===== src/rtl/irqc_pkg.sv =====
// Package: shared constants, register selector and the fixed source scatter.
// Assumes exactly 64 sources split over two 32-bit words.
package irqc_pkg;

    localparam int NSRC   = 64;
    localparam int WORD_W = 32;
    localparam int NUM_W  = $clog2(NSRC);
    localparam int BIT_W  = $clog2(WORD_W);

    typedef enum logic [2:0] {
        SEL_CFG     = 3'd0,
        SEL_PRIO_UP = 3'd1,
        SEL_PRIO_LO = 3'd2,
        SEL_PEND_UP = 3'd3,
        SEL_PEND_LO = 3'd4,
        SEL_EN_UP   = 3'd5,
        SEL_EN_LO   = 3'd6,
        SEL_VEC     = 3'd7
    } reg_sel_e;

    // True when source s is held in the upper word.
    function automatic logic src_in_upper(int unsigned s);
        return ((s / 16) % 2) == 0;
    endfunction

    // Bit position of source s inside its word.
    function automatic logic [BIT_W-1:0] src_bit(int unsigned s);
        int unsigned r;
        case (s / 16)
            0:       r = (s == 0) ? 0 : 16 - s;
            1:       r = (s < 19) ? 18 - s : ((s < 31) ? 33 - s : 15);
            2:       r = 63 - s;
            default: r = s - 32;
        endcase
        return BIT_W'(r);
    endfunction

endpackage


===== src/rtl/irqc_map.sv =====
// Module: translates between source-number order and the two register words.
// Scatter puts input levels into word positions; gather pulls word bits back
// into source order. Assumes the package table is a bijection.
module irqc_map
    import irqc_pkg::*;
(
    input  logic [NSRC-1:0]   src_lvl,
    input  logic [WORD_W-1:0] act_up,
    input  logic [WORD_W-1:0] act_lo,
    output logic [WORD_W-1:0] lvl_up,
    output logic [WORD_W-1:0] lvl_lo,
    output logic [NSRC-1:0]   act_src
);

    // Scatter: place each source level on its word bit.
    always_comb begin
        lvl_up = '0;
        lvl_lo = '0;
        for (int s = 0; s < NSRC; s++) begin
            if (src_in_upper(s)) lvl_up[src_bit(s)] = src_lvl[s];
            else                 lvl_lo[src_bit(s)] = src_lvl[s];
        end
    end

    // Gather: read each source's active flag from its word bit.
    always_comb begin
        act_src = '0;
        for (int s = 0; s < NSRC; s++) begin
            act_src[s] = src_in_upper(s) ? act_up[src_bit(s)] : act_lo[src_bit(s)];
        end
    end

endmodule


===== src/rtl/irqc_pend.sv =====
// Module: the pending word pair. Levels set bits each cycle; writes of 1 clear.
// A set wins over a clear in the same cycle (level semantics).
module irqc_pend
    import irqc_pkg::*;
(
    input  logic                  clk,
    input  logic                  rst_n,
    input  logic [1:0][WORD_W-1:0] set_w,
    input  logic [1:0][WORD_W-1:0] clr_w,
    output logic [1:0][WORD_W-1:0] pend_w
);

    for (genvar w = 0; w < 2; w++) begin : g_word
        // Hold, clear on write-one, then set from the live level.
        always_ff @(posedge clk) begin
            if (!rst_n) pend_w[w] <= '0;
            else        pend_w[w] <= (pend_w[w] & ~clr_w[w]) | set_w[w];
        end

        // a clear without a competing set leaves the bit cleared.
        a_r4_clear_takes: assert property (@(posedge clk) disable iff (!rst_n)
            (|(clr_w[w] & ~set_w[w])) |=> ((pend_w[w] & $past(clr_w[w] & ~set_w[w])) == '0));
        // a sampled high level is pending one cycle later.
        a_r5_level_sets: assert property (@(posedge clk) disable iff (!rst_n)
            (|set_w[w]) |=> ((pend_w[w] & $past(set_w[w])) == $past(set_w[w])));
        // with no set and no clear, the word holds.
        a_r4_zero_holds: assert property (@(posedge clk) disable iff (!rst_n)
            (set_w[w] == '0 && clr_w[w] == '0) |=> $stable(pend_w[w]));
    end

endmodule


===== src/rtl/irqc_prio.sv =====
// Module: fixed-order selector. Reports the lowest active source number,
// ignoring source 0; outputs 0 when none of 1..63 is active.
// Clock and reset serve the assertions only.
module irqc_prio
    import irqc_pkg::*;
(
    input  logic             clk,
    input  logic             rst_n,
    input  logic [NSRC-1:0]  act_src,
    output logic [NUM_W-1:0] win_num
);

    // Scan downward so the lowest active number is the last assignment.
    always_comb begin
        win_num = '0;
        for (int i = NSRC - 1; i >= 1; i--) begin
            if (act_src[i]) win_num = NUM_W'(i);
        end
    end

    // a reported number is really active.
    a_r8_winner_active: assert property (@(posedge clk) disable iff (!rst_n)
        (win_num != '0) |-> act_src[win_num]);
    // no active source between 1 and the winner.
    a_r8_none_lower: assert property (@(posedge clk) disable iff (!rst_n)
        (win_num != '0) |-> ((act_src & ((64'd1 << win_num) - 64'd1) & ~64'd1) == '0));
    // a zero result means nothing in 1..63 is active.
    a_r7_zero_means_idle: assert property (@(posedge clk) disable iff (!rst_n)
        (win_num == '0) |-> ((act_src & ~64'd1) == '0));

endmodule


===== src/rtl/irqc_top.sv =====
// Module: register file, bus decode and request output for the masked
// vectored interrupt controller. Byte addressed, word-aligned accesses only;
// read data is combinational from the address.
module irqc_top
    import irqc_pkg::*;
#(
    parameter int          ADDR_W   = 5,
    parameter logic [31:0] CFG_RST  = 32'h0000_0000,
    parameter logic [31:0] PRIO_RST = 32'h0530_9770
) (
    input  logic              clk,
    input  logic              rst_n,
    input  logic [NSRC-1:0]   src_lvl,
    input  logic [ADDR_W-1:0] bus_addr,
    input  logic              bus_we,
    input  logic [WORD_W-1:0] bus_wdata,
    output logic [WORD_W-1:0] bus_rdata,
    output logic              irq_req
);

    localparam int SEL_W = ADDR_W - 2;

    logic                   aligned;
    reg_sel_e               sel;
    logic                   wr;
    logic [WORD_W-1:0]      cfg_q, prio_up_q, prio_lo_q, en_up_q, en_lo_q;
    logic [WORD_W-1:0]      lvl_up, lvl_lo;
    logic [1:0][WORD_W-1:0] set_w, clr_w, pend_w;
    logic [NSRC-1:0]        act_src;
    logic [NUM_W-1:0]       win_num;
    logic [WORD_W-1:0]      vec_word;

    // Decode the word select and alignment.
    always_comb begin
        aligned = (bus_addr[1:0] == 2'b00);
        sel     = reg_sel_e'(bus_addr[ADDR_W-1 -: SEL_W]);
        wr      = bus_we && aligned;
    end

    // Writable storage and enable words.
    always_ff @(posedge clk) begin
        if (!rst_n) begin
            cfg_q     <= CFG_RST;
            prio_up_q <= PRIO_RST;
            prio_lo_q <= PRIO_RST;
            en_up_q   <= '0;
            en_lo_q   <= '0;
        end else if (wr) begin
            case (sel)
                SEL_CFG:     cfg_q     <= bus_wdata;
                SEL_PRIO_UP: prio_up_q <= bus_wdata;
                SEL_PRIO_LO: prio_lo_q <= bus_wdata;
                SEL_EN_UP:   en_up_q   <= bus_wdata;
                SEL_EN_LO:   en_lo_q   <= bus_wdata;
                default:     ;
            endcase
        end
    end

    irqc_map i_map (
        .src_lvl (src_lvl),
        .act_up  (pend_w[1] & en_up_q),
        .act_lo  (pend_w[0] & en_lo_q),
        .lvl_up  (lvl_up),
        .lvl_lo  (lvl_lo),
        .act_src (act_src)
    );

    // Set and clear vectors per word (index 1 upper, 0 lower).
    always_comb begin
        set_w[1] = lvl_up;
        set_w[0] = lvl_lo;
        clr_w[1] = (wr && sel == SEL_PEND_UP) ? bus_wdata : '0;
        clr_w[0] = (wr && sel == SEL_PEND_LO) ? bus_wdata : '0;
    end

    irqc_pend i_pend (
        .clk    (clk),
        .rst_n  (rst_n),
        .set_w  (set_w),
        .clr_w  (clr_w),
        .pend_w (pend_w)
    );

    irqc_prio i_prio (
        .clk     (clk),
        .rst_n   (rst_n),
        .act_src (act_src),
        .win_num (win_num)
    );

    // Pack the selected number into the top bits of the vector word.
    always_comb vec_word = {win_num, {(WORD_W - NUM_W){1'b0}}};

    // Read mux; misaligned reads return zero.
    always_comb begin
        bus_rdata = '0;
        if (aligned) begin
            case (sel)
                SEL_CFG:     bus_rdata = cfg_q;
                SEL_PRIO_UP: bus_rdata = prio_up_q;
                SEL_PRIO_LO: bus_rdata = prio_lo_q;
                SEL_PEND_UP: bus_rdata = pend_w[1];
                SEL_PEND_LO: bus_rdata = pend_w[0];
                SEL_EN_UP:   bus_rdata = en_up_q;
                SEL_EN_LO:   bus_rdata = en_lo_q;
                SEL_VEC:     bus_rdata = vec_word;
                default:     bus_rdata = '0;
            endcase
        end
    end

    // Request whenever any pending bit meets its enable bit.
    always_comb irq_req = |((pend_w[1] & en_up_q) | (pend_w[0] & en_lo_q));

    // enable words are cleared by reset.
    a_r3_enable_reset: assert property (@(posedge clk) disable iff (!rst_n)
        !$past(rst_n) |-> (en_up_q == '0 && en_lo_q == '0));
    // a nonzero vector always comes with a request.
    a_r9_vector_needs_req: assert property (@(posedge clk) disable iff (!rst_n)
        (win_num != '0) |-> irq_req);
    // a request needs at least one enable bit.
    a_r3_req_needs_enable: assert property (@(posedge clk) disable iff (!rst_n)
        irq_req |-> (en_up_q != '0 || en_lo_q != '0));
    // no write reaches storage through the vector address.
    a_r6_vec_write_inert: assert property (@(posedge clk) disable iff (!rst_n)
        (bus_we && aligned && sel == SEL_VEC) |=> ($stable(en_up_q) && $stable(en_lo_q) && $stable(cfg_q)));

endmodule


===== config.mk =====
export PLATFORM = sky130hd
export DESIGN_NAME = irqc_top
export DESIGN_NICKNAME = d
export VERILOG_FILES = /design/src/rtl/irqc_pkg.sv /design/src/rtl/irqc_map.sv /design/src/rtl/irqc_pend.sv /design/src/rtl/irqc_prio.sv /design/src/rtl/irqc_top.sv
export SDC_FILE = /design/constraint.sdc
export NUM_CORES = 1
export LEC_CHECK = 0
export ABC_AREA = 0
export BUFFER_PORTS_ARGS = -buffer_cell sky130_fd_sc_hd__buf_2
export CAP_MARGIN = 10
export CORE_AREA = 4 4 155 157
export CTS_CLUSTER_DIAMETER = 150
export DETAILED_ROUTE_END_ITERATION = 16
export DIE_AREA = 0 0 159 161
export PLACE_DENSITY_LB_ADDON = 0.1
export SLEW_MARGIN = 5
export SYNTH_ARGS = -nofsm -noshare
export SYNTH_HDL_FRONTEND = slang
export SYNTH_SLANG_ARGS = --single-unit
export TNS_END_PERCENT = 50

===== constraint.sdc =====
create_clock -name clk -period 3.9 [get_ports clk]
set_clock_uncertainty 0.05 [all_clocks]
set_input_delay 0.195 -clock clk [delete_from_list [all_inputs] [get_ports clk]]
set_output_delay 0.195 -clock clk [all_outputs]
set_load 0.05 [all_outputs]

==> impl_summary.txt <==
----------------------------------------------------
[STA]
  Worst-margin pin slew ... between 1 and 1.5 ns
  Min setup slack post-route ... around 0.86 ns
  Minimum clock period after layout ... 3.04 ns
  Final Hold Viols ... 0
  Unrepaired setup endpoints after global routing ... false
  Total setup violations reported at the end of the flow ... 0
  Worst slew margin relative to its limit ... 0.329
  Final worst path period share ... 0.780
  Total Negative Setup Slacks ... 0 ns
  Maximum operating frequency ... between 300 and 400 MHz
  Count of final max-slew check failures ... 0

[Final layout]
  Finished Layout Cells ... 1944
  Post-layout net count ... 1745
  Synthesis-to-layout area growth ... 24.7%
  Ratio of cells with drive above 1 in the final layout ... 0.145
  Count of inserted antenna diode cells ... 0
  Fillers ... 2028
  Non-Filler Cell Area, Final ... 0.0140 sq mm

[Synthesis]
  Count of flip-flops with a built-in enable after synthesis ... 0
  Primary flip-flop cell chosen by synthesis mapping ... sky130_fd_sc_hd__dfxtp_1
  Post-Syn Area per Cell ... about 7.8 sq um
  Syn. warnings ... 0
  Syn_nets ... 1544
  Post-synthesis cell type count ... 58
  Summed instance area of the synthesized netlist ... about 0.011 sq mm
  Fraction of registers with async set/reset ... 0
  Number of flip-flops and latches in the synthesized netlist ... 224
  Gate count of the mapped netlist ... 1440
  Seq/Total Area, Yosys ... 0.399

[Global routing]
  Global-route wire length before repair ... approximately 63 mm
  Maximum number of pins on one net before global-route repair ... 144
  Global-route usage over all layers ... 0.300
  Grt ovf ... 0
  Number of global-route vias before repair ... 10900
  Antenna violations before repair ... 0

[Placement]
  Post-Place Cell Area ... 0.0121 sq mm
  DPL Wire Length ... 25.9 mm
  Placer's final routability congestion estimate ... 0.940
  Total placed cells including tap cells ... between 1500 and 2000
  Pre-CTS worst setup slack ... approximately 1.0 ns
  Count of input and output buffers ... 136

[Floorplanning]
  Die outline area ... 0.0256 sq mm
  Number of cell rows ... 55
  Core region area ... roughly 0.023 sq mm
  Initial standard-cell utilization of the core ... 0.499
  Horiz. Die Dim ... 159 um
  Height of the die ... 161 um
  Boundary pin count ... around 140

[Status]
  Run status ... finished clean

[Job]
  # Max-Cap Violations ... 0

[Worst hold path]
  Type of the most critical hold path ... input pin to register

[Route]
  Number of nets with antenna violations after detailed routing ... 0
  WL/cell ... 20.5 um
  DR pass1 iterations ... 8
  Final WL ... between 30 and 40 mm
  Via count ... 11400
  Total DRC errors in the routed layout ... 0
  Highest metal layer with signal wires ... met4
  Met2 routed wirelength ... 18.0 mm
  Metal-1 WL ... around 17 mm
  WL met3 ... 3.80 mm
  Iteration-0 DRC count of the detailed router ... 1064
  Vias per cell ... just under 6

[CTS]
  Maximum root-to-sink buffer count ... 3
  Clock sink count ... 224
  CTS root buf ... sky130_fd_sc_hd__clkbuf_16
  Depth of the CTS H-tree ... 1
  CTS Buf Count ... 25
  Clock slew seen by the registers of the worst setup and hold paths ... 0.06 ns
  # resized after CTS ... 0
  Worst-Skew Late Latency ... between 0.5 and 0.6 ns
  Clock tree from TritonCTS ... yes

[Setup path]
  Critical path, cell by cell ... a22oi_1 -> nand4_1 -> nor3_1 -> a21oi_2 -> nor2_1 -> o221a_1 -> buf_2
  Setup slack of the worst register-to-register path ... 2.53 ns
  Highest-delay cell along the critical path ... sky130_fd_sc_hd__nor3_1
  Cell type group with the largest total delay on the critical path ... simple AND/OR/NAND/NOR gates
  Crit path kind ... register to output pin
  Longest individual stage delay on the worst path ... 0.45 ns
  Type of element launching the critical path ... register
  Element type at the critical path end ... output pin
  Combined buffer and inverter count along the critical path ... 1
  Peak fanout along the critical path ... 4
  Arrival time reported for the critical path endpoint ... between 2 and 3 ns
  Worst endpoint required time ... 3.65 ns

[Power]
  Leakage Power ... ~5.5 nW
  Pwr per Cell Area ... 387 mW/mm^2
  Power, Total ... roughly 5.4 mW
  Worst ir drop on vdd ... 0.000269 V

----------------------------------------------------
final timing paths:
path / startpoint / endpoint / cells after the start
worst max-delay path: i_pend.pend_w[58] / bus_rdata[30] / 7
worst min-delay path: rst_n / prio_up_q[6] / 2
worst max register to register: i_pend.pend_w[14] / i_pend.pend_w[14] / 3
worst min register to register: cfg_q[8] / cfg_q[8] / 2
what timing repair did:
action | in CTS | in global routing
setup buffers | 0 | 0
hold endpoints to repair | 223 | 0
hold buffers | 104 | 0
where the power goes:
part           internal, mW  total (mW)  switching, mW
Sequential             2.35        2.43         0.0817
Combinational         0.272       0.626          0.355
Clock                  1.40        2.36          0.960
registers in the layout, summed over array words and instances, names as in the netlist:
| signal | flops |
|---|---|
| i_pend.pend_w | 64 |
| cfg_q | 32 |
| en_lo_q | 32 |
| en_up_q | 32 |
| prio_lo_q | 32 |
| prio_up_q | 32 |
cell usage after synthesis, types with 20 or more instances:
cell,count,share of area
sky130_fd_sc_hd__nor2_1,65,0.022
sky130_fd_sc_hd__nand2_1,419,0.14
sky130_fd_sc_hd__a22oi_1,24,0.016
sky130_fd_sc_hd__dfxtp_1,224,0.40
sky130_fd_sc_hd__nor2b_1,34,0.019
sky130_fd_sc_hd__a211oi_1,20,0.013
sky130_fd_sc_hd__buf_2,40,0.018
sky130_fd_sc_hd__mux2i_1,44,0.039
sky130_fd_sc_hd__clkbuf_1,47,0.016
sky130_fd_sc_hd__o21a_1,36,0.024
sky130_fd_sc_hd__a21oi_1,81,0.036
sky130_fd_sc_hd__o21ai_0,64,0.029
sky130_fd_sc_hd__nand3_1,37,0.016
sky130_fd_sc_hd__a21boi_0,56,0.037
sky130_fd_sc_hd__a21boi_1,113,0.076
cell usage in the layout (no fill, tap or decap), drive strengths merged, types with 2 or more instances in the layout:
cell	synthesis	routed
nand2	421	421
dfxtp	224	224
a21boi	169	169
buf	49	166
dlygate4sd3	0	104
a21oi	82	82
nor2	67	67
o21ai	65	65
mux2i	44	44
nand3	37	37
o21a	36	36
nor2b	35	35
clkbuf	47	34
a22oi	25	25
a211oi	20	20
a22o	16	16
mux2	13	13
a221o	9	9
inv	7	8
a221oi	7	7
a32oi	7	7
o22ai	6	6
nand4	6	6
clkinv	0	6
nor3	6	6
o211ai	5	5
and2	5	5
a32o	4	4
nor4	4	4
o2111ai	3	3
o221ai	2	2
o221a	2	2
and3	2	2
a31oi	2	2
a222oi	2	2
bufinv	0	2
clkinvlp	0	2
or3	2	2
layer usage:
layer,vias to the layer above,GRT usage
met3,67,0.0607
met4,0,0.0753
met5,-,0
met1,5402,0.420
li1,5432,-
met2,537,0.477
area by class of cell:
| class | instances | area, sq um | share of cell area |
|---|---|---|---|
| multi-input cells | 1113 | 6320 | 0.452 |
| clock inverters | 11 | 114 | 0.00813 |
| well taps | 285 | 357 | 0.0255 |
| inverters | 7 | 26.3 | 0.00188 |
| clock buffers | 34 | 709 | 0.0506 |
| repair buffers | 270 | 1990 | 0.142 |
| flip-flops and latches | 224 | 4480 | 0.320 |
per-stage QoR:
step	hold slack, ns	utilization
global route	0.218	0.623
CTS	0.165	0.623
finish	0.168	0.623
floorplan	0.269	-
global placement	0.352	0.540
detailed placement	0.355	0.540
kinds of logic after synthesis:
| logic type | after synthesis | share of synthesized area |
|---|---|---|
| simple gates | 589 | 0.220 |
| compound gates | 467 | 0.288 |
| flops | 224 | 0.399 |
| buf+inv | 103 | 0.0406 |
| mux | 57 | 0.0523 |
Power figures use the tool's default switching activity.
